===== config.mk =====
export PLATFORM = sky130hd
export DESIGN_NAME = diff_stcode_tx
export DESIGN_NICKNAME = d
export VERILOG_FILES = /design/src/rtl/dstx_pkg.sv /design/src/rtl/dstx_pn_source.sv /design/src/rtl/dstx_qpsk_map.sv /design/src/rtl/dstx_diff_core.sv /design/src/rtl/dstx_slot_former.sv /design/src/rtl/diff_stcode_tx.sv
export SDC_FILE = /design/constraint.sdc
export NUM_CORES = 1
export LEC_CHECK = 0
export BUFFER_PORTS_ARGS = -buffer_cell sky130_fd_sc_hd__buf_4
export CORE_MARGIN = 2
export CORE_UTILIZATION = 56
export CTS_CLUSTER_DIAMETER = 200
export DETAILED_ROUTE_END_ITERATION = 6
export PLACE_DENSITY_LB_ADDON = 0.15
export SETUP_SLACK_MARGIN = 0.1
export SYNTH_ARGS = -nofsm -noshare
export SYNTH_HDL_FRONTEND = slang
export SYNTH_SLANG_ARGS = --single-unit

===== constraint.sdc =====
create_clock -name clk -period 4.6 [get_ports clk]
set_input_delay 0.23 -clock clk [delete_from_list [all_inputs] [get_ports clk]]
set_output_delay 0.23 -clock clk [all_outputs]
set_load 0.01 [all_outputs]

===== src/rtl/dstx_pkg.sv =====
`timescale 1ns/1ps
// dstx_pkg: shared types for the differential space-time encoder.
// Symbol components are small signed integers in {-1,0,1}. They are stored
// as CW-bit two's complement and widened to IW bits for arithmetic.
package dstx_pkg;
    localparam int CW = 3;              // stored component width
    localparam int IW = 6;              // arithmetic width
    localparam int BITS_PER_BLOCK = 4;  // information bits per code block
    localparam int NSYM = 2;            // QPSK points per block

    typedef struct packed {
        logic [CW-1:0] re;
        logic [CW-1:0] im;
    } cpx_t;

    // Sign-extend a stored component to arithmetic width.
    function automatic logic signed [IW-1:0] sx(input logic [CW-1:0] v);
        return {{(IW-CW){v[CW-1]}}, v};
    endfunction
endpackage


===== src/rtl/dstx_pn_source.sv =====
`timescale 1ns/1ps
// dstx_pn_source: Fibonacci shift register that yields NB bits per advance.
// Assumes SEED is nonzero in its low LEN bits. bits[0] is the first bit emitted.
module dstx_pn_source #(
    parameter int LEN  = 9,
    parameter int TAP  = 5,
    parameter int SEED = 421,
    parameter int NB   = 4
) (
    input  logic          clk,
    input  logic          rst_n,
    input  logic          advance,
    output logic [NB-1:0] bits
);
    localparam logic [LEN-1:0] SEED_V = LEN'(SEED);

    logic [LEN-1:0] lfsr_q;
    logic [LEN-1:0] lfsr_n;

    // Unroll NB register steps, collecting each emitted bit.
    always_comb begin
        logic [LEN-1:0] tmp;
        tmp = lfsr_q;
        for (int k = 0; k < NB; k++) begin
            bits[k] = tmp[LEN-1];
            tmp = {tmp[LEN-2:0], tmp[LEN-1] ^ tmp[TAP-1]};
        end
        lfsr_n = tmp;
    end

    // Register state: seed on reset, move only when a block is consumed.
    always_ff @(posedge clk) begin
        if (!rst_n)
            lfsr_q <= SEED_V;
        else if (advance)
            lfsr_q <= lfsr_n;
    end

    AST_PN_NONZERO: assert property (@(posedge clk) disable iff (!rst_n)
        lfsr_q != '0);
    AST_PN_HOLD: assert property (@(posedge clk) disable iff (!rst_n)
        !advance |=> $stable(lfsr_q));
endmodule


===== src/rtl/dstx_qpsk_map.sv =====
`timescale 1ns/1ps
// dstx_qpsk_map: Gray maps each dibit of a block onto a QPSK point (+-1,+-1).
// Bit 0 gives +1 and bit 1 gives -1. The lower bit of a dibit is the real part.
// Purely combinational.
module dstx_qpsk_map
    import dstx_pkg::*;
(
    input  logic [BITS_PER_BLOCK-1:0] bits,
    output cpx_t                      coef_a,
    output cpx_t                      coef_b
);
    localparam logic [CW-1:0] PLUS1  = CW'(1);
    localparam logic [CW-1:0] MINUS1 = '1;

    cpx_t sym [NSYM];

    // One identical mapper per QPSK point.
    for (genvar g = 0; g < NSYM; g++) begin : g_sym
        assign sym[g].re = bits[2*g]   ? MINUS1 : PLUS1;
        assign sym[g].im = bits[2*g+1] ? MINUS1 : PLUS1;
    end

    assign coef_a = sym[0];
    assign coef_b = sym[1];
endmodule


===== src/rtl/dstx_diff_core.sv =====
`timescale 1ns/1ps
// dstx_diff_core: holds the symbol pair to be sent and, on load, replaces it
// with the differentially encoded successor. Assumes A and B are QPSK points
// with components +-1. The pair then always stays within {-1,0,1} per component,
// and the halving is exact.
module dstx_diff_core
    import dstx_pkg::*;
(
    input  logic clk,
    input  logic rst_n,
    input  logic load,
    input  cpx_t coef_a,
    input  cpx_t coef_b,
    output cpx_t cur1,
    output cpx_t cur2
);
    logic signed [IW-1:0] ar, ai, br, bi;
    logic signed [IW-1:0] p1r, p1i, p2r, p2i;
    logic signed [IW-1:0] n1r, n1i, n2r, n2i;
    cpx_t nxt1, nxt2;

    // Widen all operands for the complex products.
    always_comb begin
        ar  = sx(coef_a.re);  ai  = sx(coef_a.im);
        br  = sx(coef_b.re);  bi  = sx(coef_b.im);
        p1r = sx(cur1.re);    p1i = sx(cur1.im);
        p2r = sx(cur2.re);    p2i = sx(cur2.im);
    end

    // Doubled successor: 2*s1 = A*p1 - B*conj(p2), 2*s2 = A*p2 + B*conj(p1).
    always_comb begin
        n1r = (ar*p1r - ai*p1i) - (br*p2r + bi*p2i);
        n1i = (ar*p1i + ai*p1r) - (bi*p2r - br*p2i);
        n2r = (ar*p2r - ai*p2i) + (br*p1r + bi*p1i);
        n2i = (ar*p2i + ai*p2r) + (bi*p1r - br*p1i);
    end

    // Exact halving back onto the stored grid.
    always_comb begin
        nxt1.re = CW'(n1r >>> 1);
        nxt1.im = CW'(n1i >>> 1);
        nxt2.re = CW'(n2r >>> 1);
        nxt2.im = CW'(n2i >>> 1);
    end

    // Pair register: reference (1+j, 0) on reset, successor on each load.
    always_ff @(posedge clk) begin
        if (!rst_n) begin
            cur1 <= '{re: CW'(1), im: CW'(1)};
            cur2 <= '{re: '0, im: '0};
        end else if (load) begin
            cur1 <= nxt1;
            cur2 <= nxt2;
        end
    end

    function automatic logic on_grid(input logic [CW-1:0] v);
        return (sx(v) >= -1) && (sx(v) <= 1);
    endfunction

    AST_EVEN_SUM: assert property (@(posedge clk) disable iff (!rst_n)
        load |-> !(n1r[0] | n1i[0] | n2r[0] | n2i[0]));
    AST_ON_GRID: assert property (@(posedge clk) disable iff (!rst_n)
        on_grid(cur1.re) && on_grid(cur1.im) && on_grid(cur2.re) && on_grid(cur2.im));
    AST_UNIT_ENERGY: assert property (@(posedge clk) disable iff (!rst_n)
        (p1r*p1r + p1i*p1i + p2r*p2r + p2i*p2i) == IW'(2));
    AST_PAIR_HOLD: assert property (@(posedge clk) disable iff (!rst_n)
        !load |=> ($stable(cur1) && $stable(cur2)));
endmodule


===== src/rtl/dstx_slot_former.sv =====
`timescale 1ns/1ps
// dstx_slot_former: arranges the current pair into the two-slot orthogonal code
// and scales each component by AMP. Assumes AMP fits within signed W bits.
// Combinational.
module dstx_slot_former
    import dstx_pkg::*;
#(
    parameter int W   = 8,
    parameter int AMP = 32
) (
    input  logic                slot,
    input  cpx_t                cur1,
    input  cpx_t                cur2,
    output logic signed [W-1:0] a1_i,
    output logic signed [W-1:0] a1_q,
    output logic signed [W-1:0] a2_i,
    output logic signed [W-1:0] a2_q
);
    localparam int NLANE = 4;

    logic signed [IW-1:0] lane_in  [NLANE];
    logic signed [W-1:0]  lane_out [NLANE];

    // Slot 0: (s1, s2). Slot 1: (-conj(s2), conj(s1)).
    always_comb begin
        if (!slot) begin
            lane_in[0] = sx(cur1.re);
            lane_in[1] = sx(cur1.im);
            lane_in[2] = sx(cur2.re);
            lane_in[3] = sx(cur2.im);
        end else begin
            lane_in[0] = -sx(cur2.re);
            lane_in[1] = sx(cur2.im);
            lane_in[2] = sx(cur1.re);
            lane_in[3] = -sx(cur1.im);
        end
    end

    // One identical scaler per output component.
    for (genvar g = 0; g < NLANE; g++) begin : g_lane
        assign lane_out[g] = W'(int'(lane_in[g]) * AMP);
    end

    assign a1_i = lane_out[0];
    assign a1_q = lane_out[1];
    assign a2_i = lane_out[2];
    assign a2_q = lane_out[3];
endmodule


===== src/rtl/diff_stcode_tx.sv =====
`timescale 1ns/1ps
// diff_stcode_tx: two-antenna differential space-time block encoder with QPSK.
// Presents one slot at a time on a valid/ready handshake. A block's bits are
// consumed at the edge where its second slot transfers. Assumes the downstream
// samples outputs only while out_valid is high.
module diff_stcode_tx
    import dstx_pkg::*;
#(
    parameter int W       = 8,
    parameter int AMP     = 32,
    parameter int PN_LEN  = 9,
    parameter int PN_TAP  = 5,
    parameter int PN_SEED = 421
) (
    input  logic                clk,
    input  logic                rst_n,
    input  logic                enable,
    input  logic                ready,
    output logic                out_valid,
    output logic                out_slot,
    output logic signed [W-1:0] ant1_i,
    output logic signed [W-1:0] ant1_q,
    output logic signed [W-1:0] ant2_i,
    output logic signed [W-1:0] ant2_q
);
    logic                      valid_q;
    logic                      slot_q;
    logic                      blk_done;
    logic [BITS_PER_BLOCK-1:0] pn_bits;
    cpx_t                      coef_a, coef_b, cur1, cur2;

    assign blk_done = valid_q & ready & slot_q;

    dstx_pn_source #(
        .LEN(PN_LEN), .TAP(PN_TAP), .SEED(PN_SEED), .NB(BITS_PER_BLOCK)
    ) u_pn (
        .clk(clk), .rst_n(rst_n), .advance(blk_done), .bits(pn_bits)
    );

    dstx_qpsk_map u_map (
        .bits(pn_bits), .coef_a(coef_a), .coef_b(coef_b)
    );

    dstx_diff_core u_core (
        .clk(clk), .rst_n(rst_n), .load(blk_done),
        .coef_a(coef_a), .coef_b(coef_b), .cur1(cur1), .cur2(cur2)
    );

    dstx_slot_former #(.W(W), .AMP(AMP)) u_form (
        .slot(slot_q), .cur1(cur1), .cur2(cur2),
        .a1_i(ant1_i), .a1_q(ant1_q), .a2_i(ant2_i), .a2_q(ant2_q)
    );

    // Slot sequencer: start on enable, step on handshake, stop after slot 1 if disabled.
    always_ff @(posedge clk) begin
        if (!rst_n) begin
            valid_q <= 1'b0;
            slot_q  <= 1'b0;
        end else if (!valid_q) begin
            valid_q <= enable;
            slot_q  <= 1'b0;
        end else if (ready) begin
            if (!slot_q) begin
                slot_q <= 1'b1;
            end else begin
                slot_q  <= 1'b0;
                valid_q <= enable;
            end
        end
    end

    assign out_valid = valid_q;
    assign out_slot  = slot_q;

    AST_HOLD_STABLE: assert property (@(posedge clk) disable iff (!rst_n)
        (out_valid && !ready) |=> (out_valid && $stable(out_slot) && $stable(ant1_i)
            && $stable(ant1_q) && $stable(ant2_i) && $stable(ant2_q)));
    AST_SLOT_ORDER: assert property (@(posedge clk) disable iff (!rst_n)
        (out_valid && ready && !out_slot) |=> (out_valid && out_slot));
    AST_ENABLE_STOP: assert property (@(posedge clk) disable iff (!rst_n)
        (out_valid && ready && out_slot && !enable) |=> !out_valid);
    AST_IDLE_SLOT: assert property (@(posedge clk) disable iff (!rst_n)
        !out_valid |-> !out_slot);
endmodule


# Yosys cells after proc, flatten, opt, wreduce, memory -nomap -nowiden
# Cells that the tools add are included.
[word_totals]
regBits = 23
input_bits = 4
output_inout_bits = 34
wordCells = 53
[op_classes]
n_addsub = 14
n_mul = 16
n_mux = 9
bitwise = 6
n_reduce_logical = 1
[op_table]
columns = ["cell", "count"]
rows = [
  ["3-bit by 3-bit multiplier with 4-bit output", 16],
  ["4-bit adder", 6],
  ["4-bit subtractor", 6],
  ["21-bit 2-to-1 mux", 1],
  ["3-bit 2-to-1 mux", 4],
  ["3-bit negation with 6-bit output", 1],
  ["1-bit 2-to-1 mux", 4],
  ["1-bit bitwise XOR", 4],
  ["3-bit negation", 1],
  ["1-bit bitwise AND", 2],
  ["2-bit AND reduction", 1],
]

# Longest topological paths before layout
# Gate-level depths: netlist of run 1.
[depth]
word_depth = 4
depth_mapped = 19
mapped_depth_nobuf = 17

# By module
# Synthesis of run 1 repeated with hierarchy kept, for this count alone.
[unflattened]
cells_unflattened = 588
area_unflattened_um2 = 5216.3
[by_module_without_submodules]
columns = ["module", "n_inst", "cells_per_inst", "area_each_um2", "seq_area_each_um2"]
rows = [
  ["dstx_diff_core", 1, 487, 4307.9, 240.2],
  ["dstx_slot_former", 1, 47, 370.4, 0.0],
  ["dstx_pn_source", 1, 34, 366.6, 180.2],
  ["dstx_qpsk_map", 1, 13, 93.8, 0.0],
  ["diff_stcode_tx", 1, 7, 77.6, 40.0],
]

# Least setup slack after synthesis of run 1
# Ideal clock, no wire load.
[synth_path]
path_kind = "reg2reg"
from = "reg u_pn.lfsr_q[8]"
to = "reg, netlist name u_core.cur1[2]"
setup_ns = 0.096
arrival_time_ns = 4.967
t_required_ns = 4.504
setup_slack_ns = -0.462
stages_incl_launch_ff = 19
n_path_buf = 2
synth_period_minus_slack_ns = 5.062
cell_sequence = "dfxtp_1 clkbuf_1 clkbuf_1 and2_1 ha_1 inv_1 fa_1 inv_1 fa_1 inv_1 fa_1 fa_1 inv_1 fa_1 ha_1 a21oi_2 xnor3_1 or4_1 o311ai_1"
[synth_between]
elab_chain_len = 4
[synth_rtl]
columns = ["element", "line", "rtl"]
rows = [
  ["start: declaration", "dstx_pn_source.sv:17", "logic [LEN-1:0] lfsr_q;"],
  ["start signal: assignment", "dstx_pn_source.sv:36", "lfsr_q <= lfsr_n;"],
  ["3-bit 2-to-1 mux", "dstx_qpsk_map.sv:19", "assign sym[g].re = bits[2*g] ? MINUS1 : PLUS1;"],
  ["3-bit by 3-bit multiplier with 4-bit output", "dstx_diff_core.sv:33", "n1i = (ar*p1i + ai*p1r) - (bi*p2r - br*p2i);"],
  ["4-bit adder", "dstx_diff_core.sv:33", ""],
  ["4-bit subtractor", "dstx_diff_core.sv:33", ""],
]
# Every way passes these cells.
# A chain may end at the register's enable or synchronous reset.

# Final worst setup path of run 1
[layout_path]
from = "reg, netlist name u_core.cur1[1]"
to = "reg, netlist name u_core.cur1[2]"
[layout_between]
elab_chain_len = 3
[layout_rtl]
columns = ["element", "line"]
rows = [
  ["3-bit by 3-bit multiplier with 4-bit output", "dstx_diff_core.sv:33"],
  ["4-bit adder", "dstx_diff_core.sv:33"],
  ["4-bit subtractor", "dstx_diff_core.sv:33"],
]
# Every way passes these cells.

==> results of run 1 <==
report_power, final:
part	internal [W]	switching (W)	total [W]	leakage [nW]
clock network	0.0000606	0.0000684	0.000129	0.0255
logic	0.000343	0.000332	0.000674	2.17
registers	0.000203	0.00000732	0.000211	0.187
state kept, by name, summed over array words and instances, names as in the netlist:
name / count
u_pn.lfsr_q: 9
out_slot: 1
out_valid: 1
u_core.cur1: 6
u_core.cur2: 6
per-stage QoR:
step	setup TNS [ns]	instance area, um2
after global placement	-0.0371	4740
after detailed placement	-0.194	4740
after CTS	-0.191	4870
after floorplan	-0.207	4460
after global routing	-0.722	4970
final	-0.137	4970
per-layer routing:
metal	GRT usage	wire (um)	vias to the layer above
li1	-	-	1568
met1	0.358	4420	1538
met2	0.440	5030	85
met3	0.0345	670	9
met4	0.0348	99	0
met5	0	0	-
final timing paths:
path | to | slack [ns] | depth (start not counted)
worst max-delay path | u_core.cur1[2] | -0.14 | 17
worst min-delay path | out_valid | 0.17 | 3
worst max register to register | u_core.cur1[2] | -0.14 | 17
worst min register to register | u_pn.lfsr_q[4] | 0.47 | 2
placed cells by master, fill, tap and decap left out, types with 8 or more instances in the layout:
cell	count
nand2_1	48
fa_1	48
nor2_1	18
and2_4	8
o21ai_0	14
xnor2_1	62
conb_1	20
and2_1	11
dfxtp_1	14
buf_4	59
a21oi_1	15
ha_1	48
inv_1	72
xor2_1	16
dfxtp_2	9
worst max-delay path, cell delays in order, from the launching register on:
cell and delay, ns:
dfxtp_2 0.33, and2_4 0.16, ha_4 0.25, inv_2 0.03, fa_1 0.47, inv_1 0.05
fa_1 0.47, inv_1 0.05, fa_1 0.50, fa_1 0.56, inv_1 0.05, fa_2 0.34
xnor2_2 0.14, xnor2_1 0.19, xnor2_1 0.17, xnor3_1 0.35, or4_1 0.44, o311ai_2 0.08
cell families (layout without fill, tap and decap cells):
group	after synthesis	count (layout)	synth area share
buffers and inverters	122	150	0.131
AND/OR/NAND/NOR	105	105	0.113
adder cells (fa/ha/maj)	103	103	0.384
XOR/XNOR	83	83	0.178
AO/OA/AOI/OAI	45	45	0.0645
flip-flops	23	23	0.107
multiplexers	9	9	0.0214
other	1	20	0.000867
layout make-up:
class                           count  area [um2]
Clock buffer                        3        41.3
Tap cell                          102         128
Fill cell                         670        2640
Clock inverter                      1        5.00
Sequential cell                    23         472
Inverter                           79         299
Timing Repair Buffer               67         553
Multi-Input combinational cell    365        3470
what timing repair did:
item                       4_1_cts  5_1_grt
pin swaps                       28       28
setup endpoints to repair        5        5
gates resized for setup         19       16
setup buffers                    3        6
==> summary.md, run 1 <==
| Metric | Value |
|---|---|
| Total Wirelength | about 10 mm |
| Vias in the first global route | 3266 |
| Detailed Place HPWL | 8.24 mm |
| Worst-Skew Late Latency | around 0.27 ns |
| Violated checks | negative setup slack |
| Top post-synthesis cells by area | fa_1 (23%), ha_1 (15%), xnor2_1 (13%) |
| Clock Skew | approximately 0.0053 ns |
| Hold-fix buffers, CTS | 0 |
| Tot Pwr | between 0.001 and 0.0015 W |
| WP data arrival | roughly 5 ns |
| Syn Std Cell Area | roughly 0.0043 mm2 |
| Overall Global Routing Usage | 0.257 |
| Global route overflow | 0 |
| Largest net degree at the start of global routing | 29 |
| Crit-path max FO | 2 |
| DR WL/cell | approximately 16 um |
| Io pins | 38 |
| Asr flop ratio synth | 0 |
| Crit start category | flip-flop |
| Dpl ws | -0.186 ns |
| Status | finished, violations left |
| Final nets | ~650 |
| Post-synth EDFFs | 0 |
| Yosys reg bits | 23 |
| TritonCTS Sinks | 23 |
| Top-count cell post-synth | inv_1 |
| Final Cycle Share | 1.03 |
| RSZ-0062 raised after global routing | yes |
| Drt first-iter violations | about 240 |
| GPL Wtd Cong | ~0.9 |
| Endpoint class of the critical path | flip-flop |
| Worst r2r src | u_core.cur1[1] |
| Synth top area share | 0.232 |
| WHS | approximately 0.17 ns |
| Pwr per Cell Area | between 200 and 250 mW/mm2 |
| Post-synth top area cell | fa_1 |
| Die Area | around 0.0084 mm2 |
| Layout area overhead | 14.9% |
| Req. time, crit path | 4.78 ns |
| Number of core rows | 32 |
| Mean post-synth cell area | about 8.8 um2 |
| Final setup fails | 1 |
| Leak | ~2.4 nW |
| Non-Filler Instances | 640 |
| Rel. slew slack | 0.374 |
| Synth cell types | a little over 40 |
| Max VDD drop | approximately 260 uV |
| Root Driver | clkbuf_8 |
| DRC violations left | 0 |
| Die W | 91.9 um |
| Final ANT Viol Nets | 0 |
| Share of layout cells above drive strength 1 | 0.217 |
| Setup CP Type | flip-flop to flip-flop |
| Chip Height | 91.9 um |
| Total of max-cap violations | 0 |
| CTS tree | done |
| Drt first pass iters | 4 |
| Top FF cell, synth | dfxtp_1 |
| Worst-path clk slew | 0.09 ns |
| Antenna violations before repair | 0 |
| # diodes | 0 |
| PortBufs | 17 |
| Pins Over Slew Limit | 0 |
| Hold Vio Cnt, Final | 0 |
| Via Count | between 3000 and 4000 |
| Placed Cells | 627 |
| Worst Setup SP | u_core.cur1[1] |
| HP Class | primary input to flip-flop |
| Global-route wire length before repair | roughly 17 mm |
| Core Util, Final | 0.653 |
| Via/cell ratio | 5.00 |
| CTS Buf Count | 3 |
| Fmax | about 210 MHz |
| YS warnings | 0 |
| Post-synth top cells | inv_1 (78), xnor2_1 (63), ha_1 (52) |
| CORE AREA | 0.00761 mm2 |
| Starting Density | 0.568 |
| Minimum clock period | roughly 4.7 ns |
| Cell count after synthesis | slightly below 500 |
| H-tree levels | 1 |
| Clk buf depth | 2 |
| Slew at the pin closest to its max-slew limit | roughly 0.94 ns |
| Final worst setup slack | -0.137 ns |
| Post-synthesis sequential area ratio | 0.107 |
| Min-delay src | enable |
Note: power is estimated with default switching activity, not from simulation.
==> inputs of run 2 (changes only) <==
--- a/config.mk
+++ b/config.mk
@@ -7,7 +7,7 @@
 export LEC_CHECK = 0
 export BUFFER_PORTS_ARGS = -buffer_cell sky130_fd_sc_hd__buf_4
 export CORE_MARGIN = 2
-export CORE_UTILIZATION = 56
+export CORE_UTILIZATION = 61
 export CTS_CLUSTER_DIAMETER = 200
 export DETAILED_ROUTE_END_ITERATION = 6
 export PLACE_DENSITY_LB_ADDON = 0.15
==> constraint.sdc (replaced) <==
create_clock -name clk -period 5.3 [get_ports clk]
set_input_delay 0.265 -clock clk [delete_from_list [all_inputs] [get_ports clk]]
set_output_delay 0.265 -clock clk [all_outputs]
set_load 0.01 [all_outputs]
==> run 2 against run 1 <==
Against the previous run: the flow now finishes without violations; clock skew decreased by 0.0017 ns; wire length is 7.1% lower; largest cell class unchanged; highest routed layer unchanged; final area is 8.0% lower; critical path type unchanged; register-to-register slack gained 0.44 ns; sequential share of layout area up 0.74 points.
==> summary.md, run 2 (same netlist as run 1, synthesis figures left out) <==
| Metric | Value |
|---|---|
| Minimum clock period | 5.00 ns (was 4.74 ns) |
| Hold Vio Cnt, Final | 0 (unchanged) |
| Clk buf depth | 2 (unchanged) |
| TritonCTS Sinks | 23 (unchanged) |
| Cell Int Power | 0.000482 W (was 0.000607 W) |
| Endpoint class of the critical path | flip-flop (unchanged) |
| Flop-to-flop setup slack | 0.30 ns (was -0.14 ns) |
| CORE AREA | 0.00683 mm2 (was 0.00761 mm2) |
| PortBufs | 17 (unchanged) |
| Total Wirelength | 9.49 mm (was 10.2 mm) |
| Status | complete, no violations (was finished, violations left) |
| Core Util, Final | 0.669 (was 0.653) |
| Rel. slew slack | 0.388 (was 0.374) |
| Crit start category | flip-flop (unchanged) |
| Global route overflow | 0 (unchanged) |
| WP data arrival | 5.20 ns (was 4.91 ns) |
| # diodes | 0 (unchanged) |
| DR WL/cell | 15.7 um (was 16.0 um) |
| Leak | 2.20 nW (was 2.39 nW) |
| Drt first-iter violations | 162 (was 238) |
| Final setup TNS | 0 ns (was -0.137 ns) |
| Layout area overhead | 5.76% (was 14.9%) |
| CTS Buf Count | 3 (unchanged) |
| GPL Wtd Cong | 0.937 (was 0.875) |
| Min-delay src | enable (unchanged) |
| Final setup fails | 0 (was 1) |
| Via/cell ratio | 5.14 (was 5.00) |
| CTS tree | done (unchanged) |
| H-tree levels | 1 (unchanged) |
| Final ANT Viol Nets | 0 (unchanged) |
| Commonest non-fill, non-tap cell in the layout | inv_1 (unchanged) |
| Number of fill cells | 616 (was 670) |
| CP Cell Sequence | nand2_1 -> fa_1 -> fa_1 -> fa_1 -> inv_1 -> fa_1 -> fa_1 -> inv_1 -> fa_1 -> xor2_1 -> xnor2_1 -> xnor2_1 -> xnor3_1 -> nor4_1 -> nand3b_1 (was and2_4 -> ha_4 -> inv_2 -> fa_1 -> inv_1 -> fa_1 -> inv_1 -> fa_1 -> fa_1 -> inv_1 -> fa_2 -> xnor2_2 -> xnor2_1 -> xnor2_1 -> xnor3_1 -> or4_1 -> o311ai_2) |
| Clock Skew | 0.00356 ns (was 0.00526 ns) |
| HP Class | primary input to flip-flop (unchanged) |
| Top delay family on crit path | adder cells (unchanged) |
| Root Driver | clkbuf_8 (unchanged) |
| Worst hold stages | 3 (unchanged) |
| Largest net degree at the start of global routing | 29 (unchanged) |
| Antenna violations before repair | 0 (unchanged) |
| Most frequent cells in the layout | inv_1 (78), xnor2_1 (63), ha_1 (52), fa_1 (50), nand2_1 (49) (was inv_1 (72), xnor2_1 (62), buf_4 (59)) |
| Global-route wire length before repair | 16.1 mm (was 16.9 mm) |
| P_sw | 0.000317 W (was 0.000408 W) |
| Sw frac | 0.396 (was 0.402) |
| Non-Filler Instances | 603 (was 640) |
| Worst-Skew Late Latency | 0.26 ns (was 0.27 ns) |
| Share of layout cells above drive strength 1 | 0.112 (was 0.217) |
| Io pins | 38 (unchanged) |
| Min-Delay Endpoint | out_valid (unchanged) |
| Req. time, crit path | 5.50 ns (was 4.78 ns) |
| Combinational power share | 0.633 (was 0.665) |
| Die W | 88.2 um (was 91.9 um) |
| CP max stage delay | 0.56 ns (about the same) |
| Crit-path max FO | 5 (was 2) |
| Chip Height | 88.2 um (was 91.9 um) |
| Crit path buffers/inverters | 2 (was 4) |
| Post-CTS resize count | 0 (was 19) |
| Slew at the pin closest to its max-slew limit | 0.916 ns (was 0.938 ns) |
| RSZ-0062 raised after global routing | no (was yes) |
| Pwr per Cell Area | 175 mW/mm2 (was 204 mW/mm2) |
| Overall Global Routing Usage | 0.271 (was 0.257) |
| Detailed Place HPWL | 7.97 mm (was 8.24 mm) |
| Final Cycle Share | 0.943 (was 1.03) |
| Clock group share of total power | 0.136 (was 0.127) |
| Number of core rows | 30 (was 32) |
| Final nets | 614 (was 645) |
| Drt first pass iters | 4 (unchanged) |
| Post-CTS setup repair buffer count | 0 (was 3) |
| Worst r2r src | u_core.cur1[0] (was u_core.cur1[1]) |
| Largest regs | u_pn.lfsr_q: 9 flops, u_core.cur1: 6 flops, u_core.cur2: 6 flops (unchanged) |
| Worst-path clk slew | 0.08 ns (was 0.09 ns) |
| R2r endpoint | u_core.cur2[5] (was u_core.cur1[2]) |
| Die Area | 0.00778 mm2 (was 0.00844 mm2) |
| Total of max-cap violations | 0 (unchanged) |
| Largest Register | u_pn.lfsr_q (unchanged) |
| Via Count | 3100 (was 3200) |
| Fmax | 200 MHz (was 211 MHz) |
| Worst Reg-to-Reg Cells | 15 (was 17) |
| Placed Cells | 599 (was 627) |
| Vias in the first global route | 3308 (was 3266) |
| Max FFs per register | 9 (unchanged) |
| DRC violations left | 0 (unchanged) |
| Setup CP Type | flip-flop to flip-flop (unchanged) |
| Top cell by count, worst path | fa_1 (unchanged) |
| Hold-fix buffers, CTS | 0 (unchanged) |
| Slowest stage cell on the critical path | fa_1 (unchanged) |
| Starting Density | 0.633 (was 0.568) |
| Pins Over Slew Limit | 0 (unchanged) |
| Reg power frac | 0.231 (was 0.208) |
| Max VDD drop | 89.8 uV (was 262 uV) |
## run 2: cell types whose count changed in the layout (fill, tap and decap cells not counted), sizes merged
cell	delta
buf	-31
## run 2: worst max path at each step
stage,to,start,cells after the start,slack [ns]
6_report,u_core.cur2[5],u_core.cur1[0],15,0.30
5_1_grt,u_core.cur2[5],u_core.cur1[0],15,0.11
4_1_cts,u_core.cur2[5],u_core.cur1[0],15,0.23
3_5_place_dp,u_core.cur2[5],u_core.cur1[0],15,0.25
3_3_place_gp,u_core.cur1[2],u_core.cur1[1],16,0.36
2_1_floorplan,u_core.cur1[2],u_pn.lfsr_q[8],18,0.24
## run 2: per-stage QoR
step	power [W]	cell area (um2)	worst slack (ns)	hold WS (ns)
floorplan	0.000614	4390	0.238	0.382
global placement	0.000682	4520	0.362	0.450
detailed placement	0.000696	4520	0.253	0.450
CTS	0.000807	4560	0.225	0.234
global route	0.000875	4570	0.112	0.256
finish	0.000799	4570	0.301	0.227
## run 2: worst min-delay path, cell delays in order
cell and delay [ns]:
buf_4 0.08, a21oi_1 0.03, nor2_1 0.08
## run 2: final cells by class
cell class              count  area [um2]  share of cell area
multi-input cells         365        3370               0.737
flip-flops and latches     23         468               0.102
inverters                  79         299              0.0654
repair buffers             36         270              0.0591
well taps                  96         120              0.0263
clock buffers               3        41.3             0.00903
clock inverters             1        5.00             0.00109
## run 2: routing by layer
layer  vias up  track usage  wire (um)
met5         -            0          0
met4         0       0.0675        189
met3        19       0.0377        485
met2        73        0.474       4670
li1       1501            -          -
met1      1507        0.353       4150
## run 2: power by group through the flow
stage / sequential, W / clock [W] / combinational (W)
CTS: 0.000185 / 0.000111 / 0.000511
finish: 0.000185 / 0.000109 / 0.000506
detailed placement: 0.000189 / 0 / 0.000508
global placement: 0.000189 / 0 / 0.000493
floorplan: 0.000185 / 0 / 0.000429
global route: 0.000186 / 0.000116 / 0.000573
